`config.mk`:
```
export PLATFORM = sky130hd
export DESIGN_NAME = hitfmt_top
export DESIGN_NICKNAME = d
export VERILOG_FILES = /design/src/rtl/hitfmt_pkg.sv /design/src/rtl/hitfmt_picker.sv /design/src/rtl/hitfmt_count.sv /design/src/rtl/hitfmt_packer.sv /design/src/rtl/hitfmt_top.sv
export SDC_FILE = /design/constraint.sdc
export NUM_CORES = 2
export LEC_CHECK = 0
export BUFFER_PORTS_ARGS = -buffer_cell sky130_fd_sc_hd__clkbuf_2
export CAP_MARGIN = 20
export CORE_ASPECT_RATIO = 0.9
export CORE_UTILIZATION = 25
export DETAILED_ROUTE_END_ITERATION = 10
export PLACE_DENSITY = 0.48
export SLEW_MARGIN = 25
export SYNTH_ARGS = -nofsm -noshare
export SYNTH_HDL_FRONTEND = slang
export SYNTH_SLANG_ARGS = --single-unit
```
`constraint.sdc`:
```
create_clock -name clk -period 11.7 [get_ports clk]
set_clock_uncertainty 0.1 [all_clocks]
set_input_delay 2.34 -clock clk [delete_from_list [all_inputs] [get_ports clk]]
set_output_delay 2.34 -clock clk [all_outputs]
set_load 0.05 [all_outputs]
```
`src/rtl/hitfmt_pkg.sv`:
```
package hitfmt_pkg;
  typedef enum logic {
    FMT_OCCUPANCY = 1'b0,
    FMT_RECORD    = 1'b1
  } fmt_mode_e;
endpackage

```
`src/rtl/hitfmt_picker.sv`:
```
// Cascade of priority-select stages: stage k isolates the lowest hit
// channel left after stages 0..k-1 and encodes its index.
module hitfmt_picker #(
  parameter int N_CH  = 32,
  parameter int PICKS = 8,
  localparam int IDX_W = $clog2(N_CH)
) (
  input  logic [N_CH-1:0]  flags,
  output logic [PICKS-1:0] pick_vld,
  output logic [IDX_W-1:0] pick_idx [PICKS]
);
  logic [N_CH-1:0] remain [PICKS+1];
  assign remain[0] = flags;

  for (genvar k = 0; k < PICKS; k++) begin : g_stage
    logic [N_CH-1:0] lowest;
    assign lowest        = remain[k] & (~remain[k] + 1'b1);
    assign remain[k+1]   = remain[k] & ~lowest;
    assign pick_vld[k]   = |remain[k];

    always_comb begin
      pick_idx[k] = '0;
      for (int i = 0; i < N_CH; i++)
        if (lowest[i]) pick_idx[k] = IDX_W'(i);
    end
  end
endmodule

```
`src/rtl/hitfmt_count.sv`:
```
module hitfmt_count #(
  parameter int N_CH = 32,
  localparam int CNT_W = $clog2(N_CH + 1)
) (
  input  logic [N_CH-1:0]  flags,
  output logic [CNT_W-1:0] count
);
  always_comb begin
    count = '0;
    for (int i = 0; i < N_CH; i++)
      count = count + CNT_W'(flags[i]);
  end
endmodule

```
`src/rtl/hitfmt_packer.sv`:
```
module hitfmt_packer
  import hitfmt_pkg::*;
#(
  parameter int N_CH    = 32,
  parameter int ART_W   = 6,
  parameter int FRAME_W = 80,
  parameter int PICKS   = 8,
  localparam int IDX_W     = $clog2(N_CH),
  localparam int REC_W     = IDX_W + ART_W,
  localparam int OCC_SLOTS = (FRAME_W - N_CH) / ART_W,
  localparam int REC_SLOTS = FRAME_W / REC_W
) (
  input  fmt_mode_e            mode,
  input  logic [N_CH-1:0]      flags,
  input  logic [N_CH*ART_W-1:0] art_bus,
  input  logic [PICKS-1:0]     pick_vld,
  input  logic [IDX_W-1:0]     pick_idx [PICKS],
  output logic [FRAME_W-1:0]   frame
);
  logic [ART_W-1:0]   art_of [PICKS];
  logic [FRAME_W-1:0] occ_frame;
  logic [FRAME_W-1:0] rec_frame;

  for (genvar k = 0; k < PICKS; k++) begin : g_art
    assign art_of[k] = pick_vld[k] ? art_bus[pick_idx[k]*ART_W +: ART_W] : '0;
  end

  always_comb begin
    occ_frame = '0;
    occ_frame[N_CH-1:0] = flags;
    for (int k = 0; k < OCC_SLOTS; k++)
      occ_frame[N_CH + k*ART_W +: ART_W] = art_of[k];
  end

  always_comb begin
    rec_frame = '0;
    for (int k = 0; k < REC_SLOTS; k++)
      if (pick_vld[k])
        rec_frame[k*REC_W +: REC_W] = {pick_idx[k], art_of[k]};
  end

  assign frame = (mode == FMT_RECORD) ? rec_frame : occ_frame;
endmodule

```
`src/rtl/hitfmt_top.sv`:
```
module hitfmt_top
  import hitfmt_pkg::*;
#(
  parameter int N_CH    = 32,
  parameter int ART_W   = 6,
  parameter int FRAME_W = 80,
  localparam int HALF_W    = FRAME_W / 2,
  localparam int IDX_W     = $clog2(N_CH),
  localparam int CNT_W     = $clog2(N_CH + 1),
  localparam int REC_W     = IDX_W + ART_W,
  localparam int OCC_SLOTS = (FRAME_W - N_CH) / ART_W,
  localparam int REC_SLOTS = FRAME_W / REC_W,
  localparam int PICKS     = (OCC_SLOTS > REC_SLOTS) ? OCC_SLOTS : REC_SLOTS
) (
  input  logic                  clk,
  input  logic                  rst,
  input  logic                  frame_valid,
  input  logic                  fmt_mode,
  input  logic [N_CH-1:0]       hit_flags,
  input  logic [N_CH*ART_W-1:0] hit_art,
  output logic [HALF_W-1:0]     dout_lo,
  output logic [HALF_W-1:0]     dout_hi,
  output logic                  dout_valid,
  output logic                  overflow
);
  fmt_mode_e          mode;
  logic [PICKS-1:0]   pick_vld;
  logic [IDX_W-1:0]   pick_idx [PICKS];
  logic [CNT_W-1:0]   hit_cnt;
  logic [FRAME_W-1:0] frame_d;
  logic [FRAME_W-1:0] frame_q;
  logic               ovf_d;

  assign mode = fmt_mode_e'(fmt_mode);

  hitfmt_picker #(.N_CH(N_CH), .PICKS(PICKS)) picker_i (
    .flags(hit_flags), .pick_vld(pick_vld), .pick_idx(pick_idx)
  );

  hitfmt_count #(.N_CH(N_CH)) count_i (
    .flags(hit_flags), .count(hit_cnt)
  );

  hitfmt_packer #(.N_CH(N_CH), .ART_W(ART_W), .FRAME_W(FRAME_W), .PICKS(PICKS)) packer_i (
    .mode(mode), .flags(hit_flags), .art_bus(hit_art),
    .pick_vld(pick_vld), .pick_idx(pick_idx), .frame(frame_d)
  );

  assign ovf_d = (mode == FMT_RECORD) ? (hit_cnt > CNT_W'(REC_SLOTS))
                                      : (hit_cnt > CNT_W'(OCC_SLOTS));

  always_ff @(posedge clk) begin
    if (rst) begin
      frame_q    <= '0;
      overflow   <= 1'b0;
      dout_valid <= 1'b0;
    end else begin
      dout_valid <= frame_valid;
      if (frame_valid) begin
        frame_q  <= frame_d;
        overflow <= ovf_d;
      end
    end
  end

  assign dout_lo = frame_q[HALF_W-1:0];
  assign dout_hi = frame_q[FRAME_W-1:HALF_W];

  // output strobe follows the input strobe by one cycle
  a_r1_valid_follows: assert property (@(posedge clk) disable iff (rst)
    frame_valid |=> dout_valid);
  a_r1_no_spurious: assert property (@(posedge clk) disable iff (rst)
    !frame_valid |=> !dout_valid);
  // word holds between strobes
  a_r2_hold: assert property (@(posedge clk) disable iff (rst)
    !frame_valid |=> ($stable(dout_lo) && $stable(dout_hi) && $stable(overflow)));
  // empty crossing yields an all-zero word
  a_r3_empty_zero: assert property (@(posedge clk) disable iff (rst)
    (frame_valid && hit_flags == '0) |=> (dout_lo == '0 && dout_hi == '0 && !overflow));
  // occupancy map lands in the low bits
  a_r4_occ_map: assert property (@(posedge clk) disable iff (rst)
    (frame_valid && !fmt_mode) |=> (dout_lo[N_CH-1:0] == $past(hit_flags)));
  // few enough hits never raise overflow in record layout
  a_r8_no_overflow: assert property (@(posedge clk) disable iff (rst)
    (frame_valid && fmt_mode && $countones(hit_flags) <= REC_SLOTS) |=> !overflow);
  // same for the occupancy layout
  a_r6_no_overflow: assert property (@(posedge clk) disable iff (rst)
    (frame_valid && !fmt_mode && $countones(hit_flags) <= OCC_SLOTS) |=> !overflow);
  // spare bits are zero in record layout
  a_r9_spare_zero: assert property (@(posedge clk) disable iff (rst)
    (frame_valid && fmt_mode) |=> (dout_hi[HALF_W-1:REC_SLOTS*REC_W-HALF_W] == '0));
  // reset clears the outputs
  a_r11_reset: assert property (@(posedge clk)
    rst |=> (dout_lo == '0 && dout_hi == '0 && !dout_valid && !overflow));
endmodule

```
======== After elaboration in Yosys (flattened, before gate mapping) ========
Index checks and enable logic that the tools add are counted.
storage, ports and cells
  register bits after elaboration ......... 82
  latch bits .............................. 0
  bits in writable memories ............... 0
  memory bits (read-only) ................. 0
  input port bits ......................... 228
  output and inout bits ................... 82
  logic and storage cells ................. 363
  memories kept ........................... 0
cells by class
  $add $sub $neg .......................... 39
  $mul .................................... 8
  div/mod/pow operators ................... 0
  order comparisons ....................... 2
  equal/unequal tests ..................... 0
  shift operators ......................... 8
  multiplexer cells ....................... 265
  bitwise gates (word level) .............. 30
  reductions and logical operators ........ 8
operators by type and width
  kind                                                            count
  indexed part select 192 x 9 -> 6 bit                            8
  two-way mux 5 bit                                               128
  bitwise AND 32 bit                                              15
  NOT 32 bit                                                      15
  adder 32 x 1 -> 32 bit (second input constant)                  8
  two-way mux 4 bit                                               64
  OR reduction 32 bit                                             8
  adder 6 x 1 -> 6 bit                                            30
  two-way mux 3 bit                                               32
  two-way mux 80 bit                                              1
  two-way mux 11 bit                                              7
  multiplier 5 x 2 -> 7 bit (second input constant)               8
  two-way mux 6 bit                                               8
  two-way mux 2 bit                                               16
  two-way mux 1 bit                                               9
  greater-than comparator 6 x 3 -> 1 bit (second input constant)  1
  greater-than comparator 6 x 4 -> 1 bit (second input constant)  1
  adder 1 x 1 -> 2 bit                                            1

======== Logic depth before layout (Yosys ltp) ========
  depth after elaboration ................. 73
  mapped depth ............................ 32
  gate-level depth less buffers ........... 24

======== Cells and area by module ========
From an unflattened synthesis, not the netlist that was laid out.
unflattened totals
  cells, all modules ...................... 2,639
  area total of the unflattened synthesis .. 23,739.0 sq um
modules (own cells, without submodules)
  module         instances  cells each  area an instance (sq um)  seq. area each (sq um)
  hitfmt_packer  1          1,095       12,971.2                  0.0
  hitfmt_picker  1          1,206       7,045.5                   0.0
  hitfmt_top     1          265         2,964.1                   1,641.6
  hitfmt_count   1          73          758.2                     0.0

======== Worst setup path after synthesis ========
OpenSTA, ideal clock, no wires.
  kind .................................... input to register
  start point ............................. in hit_flags[0]
  end point ............................... reg frame_q[66]
  library setup time ...................... 70 ps
  arrival time ............................ 9,089 ps
  data required time ...................... 11,530 ps
  setup slack ............................. 2,440 ps
  stages .................................. 27
  path buffers ............................ 4
  path through ............................ inv_1 ha_1 or3b_1 buf_2 a211o_1 nor3_2 nand3_1 o31a_1 or4_4 buf_6 or4_4 buf_6 nor4_4 o21a_4 nand2_2 a2111oi_4 nand2_1 maj3_2 nor3_1 nor3_1 a211oi_1 buf_2 mux2i_1 o22ai_1 or4_1 o32a_1 a21oi_1
between the ends
  word-level cells in the longest chain between the ends .. 69
  elaborated cells on any way between the ends .. 105
  those cells by class .................... add/sub (7); mul (2); shift (2); mux (66); bitwise (26); reduce/logical (2)
RTL lines
  item                                  line                 text
  start: declaration                    hitfmt_top.sv:19     input logic [N_CH-1:0] hit_flags,
  NOT 32 bit                            hitfmt_picker.sv:17  assign lowest = remain[k] & (~remain[k] + 1'b1);
  adder 32 x 1 -> 32 bit                hitfmt_picker.sv:17
  bitwise AND 32 bit                    hitfmt_picker.sv:17
  NOT 32 bit                            hitfmt_picker.sv:18  assign remain[k+1] = remain[k] & ~lowest;
  bitwise AND 32 bit (*)                hitfmt_picker.sv:18
  NOT 32 bit                            hitfmt_picker.sv:17
  adder 32 x 1 -> 32 bit                hitfmt_picker.sv:17
  bitwise AND 32 bit                    hitfmt_picker.sv:17
  (+28 left out)                        n/a
  two-way mux 3 bit (4 in series)       hitfmt_picker.sv:24  if (lowest[i]) pick_idx[k] = IDX_W'(i);
  two-way mux 4 bit (8 in series)       hitfmt_picker.sv:24
  two-way mux 5 bit (16 in series)      hitfmt_picker.sv:24
  multiplier 5 x 2 -> 7 bit             hitfmt_packer.sv:25  assign art_of[k] = pick_vld[k] ? art_bus[pick_idx[k]*ART_W +: ART_W] : '0;
  indexed part select 192 x 9 -> 6 bit  hitfmt_packer.sv:25
  two-way mux 6 bit                     hitfmt_packer.sv:25
  two-way mux 11 bit                    hitfmt_packer.sv:38  if (pick_vld[k])
  two-way mux 80 bit (*)                hitfmt_packer.sv:42  assign frame = (mode == FMT_RECORD) ? rec_frame : occ_frame;
  end signal: assignment                hitfmt_top.sv:60     frame_q <= frame_d;
  end: declaration                      hitfmt_top.sv:31     logic [FRAME_W-1:0] frame_q;
Mark *: on every way between the ends. The rest lies on a longest branch, timed or not.
A chain may end at the register's enable or synchronous reset.

======== Worst setup path after layout ========
  start point ............................. in hit_flags[0]
  end point ............................... reg frame_q[67]
Same word-level chain as after synthesis.

==> summary by stage <==
Logic synthesis
Counting flops with a built-in enable in the synthesized netlist gives 0. The most common cell in the synthesized netlist is mux2i_1. In the post-synthesis netlist, the biggest area contributors are mux2i_1 (28%), a211oi_1 (6.6%), dfxtp_1 (6.2%), a21oi_1 (5.5%), mux2_2 (5.2%). Counting instances in the post-synthesis netlist gives the leading cell types as mux2i_1 (751), nand2_1 (332), a21oi_1 (291). The number of different library cells used by synthesis comes to 106. The most common flop cell mapped by yosys is dfxtp_1.

The synthesized net count is 3,956. The share of the Yosys chip area taken by registers is 0.0620. The flip-flop and latch count after synthesis is 82. The synthesized design spends more area on one cell type than any other, namely mux2i_1. The average instance in the mapped netlist occupies 7.17 um^2. The share of the synthesized area in the top cell type is 0.284. During synthesis, Yosys emitted a total of 0 warnings. The mapped cell area is 0.0265 mm^2. The fraction of registers with async set/reset is 0. Synthesis produced a netlist whose cell count is 3,693.

Outcome
The run finished with clean final reports.

Global route
The all-layer global routing usage is 0.250. The number of global-route vias before repair is 28,601. The initial antenna violation count was 29. The wire length of the first global-routing pass is 205,000 um. The largest net degree at the start of global routing is 122. After global routing the overflow that remains totals 0.

Floorplanning
The initial utilization of the core area, before any placement, comes to 0.254. The number of placement rows is 112. The width of the chip is 345 um. In this run the standard cell core region covers 0.104 mm^2.

The floorplan step defined a die boundary enclosing 0.107 mm^2. The floorplan step set the die height to 311 um. The number of top-level design ports is 310.

Clock network
In this run the clock root is driven by a clkbuf_16. The H-tree was split into 3 levels. Clock-pin slew was measured on the worst setup and hold paths at 90 ps.

After clock tree synthesis, the flow added hold-fix buffers numbering 0. Once the clock tree was built, the setup fixing pass inserted 0 buffers. The post-cts gate resize count is 0. The TritonCTS sink count is 82. The clock network latency to the later pin of the worst-skew pair is 370 ps. The clock tree from TritonCTS is yes.

The TritonCTS buffer count is 9. No sink is reached through more buffers than the 2 on the longest clock path.

STA
Setup total negative slack on the finished layout was measured at 0 ps. The total count of max-transition violations in the final report is 0. The transition at the pin with the smallest max-transition slack is 1130 ps. Measured against its own limit, the worst slew margin works out to 0.242. The final worst-path setup slack is 717 ps. The final-report hold violation count was 0. The minimum clock period after layout is 10,980 ps. Timing would allow up to 0.0910 GHz. Setup violations remaining at the end of the flow were counted as 0. Dividing the final minimum period by the clock period gives 0.939. Setup repair after global routing left no endpoint under its margin.

Detailed routing
Wires add up to 142,000 um. In the routed layout, each cell is associated on average with a via count of 6.05. The detailed router used layers up to and including met5. The post-route antenna net violation count is 0.

In the routed design, unresolved DRC markers number 0. The routed design uses 59,100 um of met2 wire. The detailed-route wire length on metal 1 is 66,100 um. After detailed routing, the met3 layer carries 12,400 um of wire. The detailed-route via count is 31,572.

Dividing the detail-routed wire length by the instance count gives 27.3 um. The first detailed-routing pass ran for 6 iterations. The detailed router finished its first iteration with 3,447 violations.

Critical path
The worst setup path is captured at a register. On the worst path, the slowest cell contributes a delay of 850 ps. The library cell contributing the largest single delay on the critical path is nor3_1.

The category of the most critical setup path is primary input to register. The signal arrival time at the worst endpoint is 11,160 ps. The critical path data required time is 11,880 ps.

The worst-path maximum fanout is 11. The worst setup path is launched from a primary input.

Placement
At the end of routability-driven placement, the weighted congestion stood at 0.988. The pre-CTS setup slack is 529 ps. The count of input and output buffers is 309. Including well taps, the total number of placed cells is 5,188. The half-perimeter wire length after placement is 113,000 um.

Pwr
Dividing total power by cell area gives a power density of 121 mW/mm^2. In this run the static leakage power is 12.7 nW. Across the VDD grid, the largest voltage drop is 0.105 mV. Total power for the finished layout comes to 3.65 mW.

Hold path
The tightest min-delay check is of the register to register type.

Layout
In the final layout, the share of cells above drive strength 1 is 0.189. The count of cells in the finished layout, fillers not included, comes to 5,216. Relative to the synthesized area, the layout overhead comes to 14.0%. The layout filler cell count is 11,462.

The final net count is 4,095. Measured on the finished design, the core utilization comes to 0.289.

Run
The max-cap check violation count is 0.
## cells by family (layout without fill, tap and decap cells)
logic type	Yosys count	in the layout	share of synthesized area
other cells	0	11	0
simple gates	1055	1055	0.192
buf+inv	408	551	0.0665
flops	82	82	0.0620
xor+xnor	9	9	0.00298
fa+ha+maj	44	44	0.0272
compound gates	1220	1221	0.312
mux	875	875	0.337
## path summary, 6_finish.rpt
path	start	end	depth (start not counted)	slack (ps)
setup / recovery	hit_flags[0]	frame_q[67]$_SDFFE_PP0P_	26	720
hold / removal	frame_q[59]$_SDFFE_PP0P_	frame_q[59]$_SDFFE_PP0P_	2	370
setup reg to reg	frame_q[76]$_SDFFE_PP0P_	frame_q[76]$_SDFFE_PP0P_	4	10470
hold reg to reg	frame_q[59]$_SDFFE_PP0P_	frame_q[59]$_SDFFE_PP0P_	2	370
## metrics by stage
| stage | hold WS [ps] | instance area (um^2) |
|---|---|---|
| after CTS | 369 | 30200 |
| after floorplan | 568 | 26500 |
| final | 371 | 30200 |
| after global placement | 355 | 29800 |
| after detailed placement | 359 | 29900 |
| after global routing | 399 | 30200 |
## registers in the layout, summed over array words and instances, names as in the netlist
name and flops:
overflow 1, dout_valid 1, frame_q 80
## final cells by class
type,count,area [um^2],area share
multi-input combinational,3204,23300,0.773
clock buffer,9,225,0.00745
antenna,11,27.5,0.000911
clock inverter,7,76.3,0.00253
tap,1368,1710,0.0567
inverter,69,259,0.00857
timing repair buffer,466,2920,0.0967
sequential,82,1640,0.0543
## layer usage
layer,GRT usage,vias up
li1,-,14408
met2,0.371,1499
met1,0.357,15437
met3,0.0566,194
met4,0.0724,34
met5,0,-
## critical path, delay by kind of cell
family          cells  cell delay [ps]
compound gates     15             5490
fa+ha+maj           1              360
buf+inv             5              830
simple gates        5             2090
## cells in the final DEF (no fill, tap or decap), drive strengths merged, types with 26 or more instances in the layout
cell,Yosys,layout
o21ai,219,220
mux2,122,122
a211oi,238,238
buf,127,159
o22ai,45,45
o31ai,30,30
and2,31,31
a21oi,293,293
dfxtp,82,82
nor2,289,289
nand2,334,334
o211ai,57,57
a31oi,43,43
nand3,75,75
a22oi,33,33
mux2i,751,751
nor3,85,85
nand4,26,26
nor2b,89,89
inv,67,72
clkbuf,212,316
## where the power goes
group	switching, mW	internal, mW
Combinational	1.86	1.14
Clock	0.150	0.152
Sequential	0.0370	0.314
Total	2.04	1.60
Note: power is estimated with default switching activity, not from simulation.
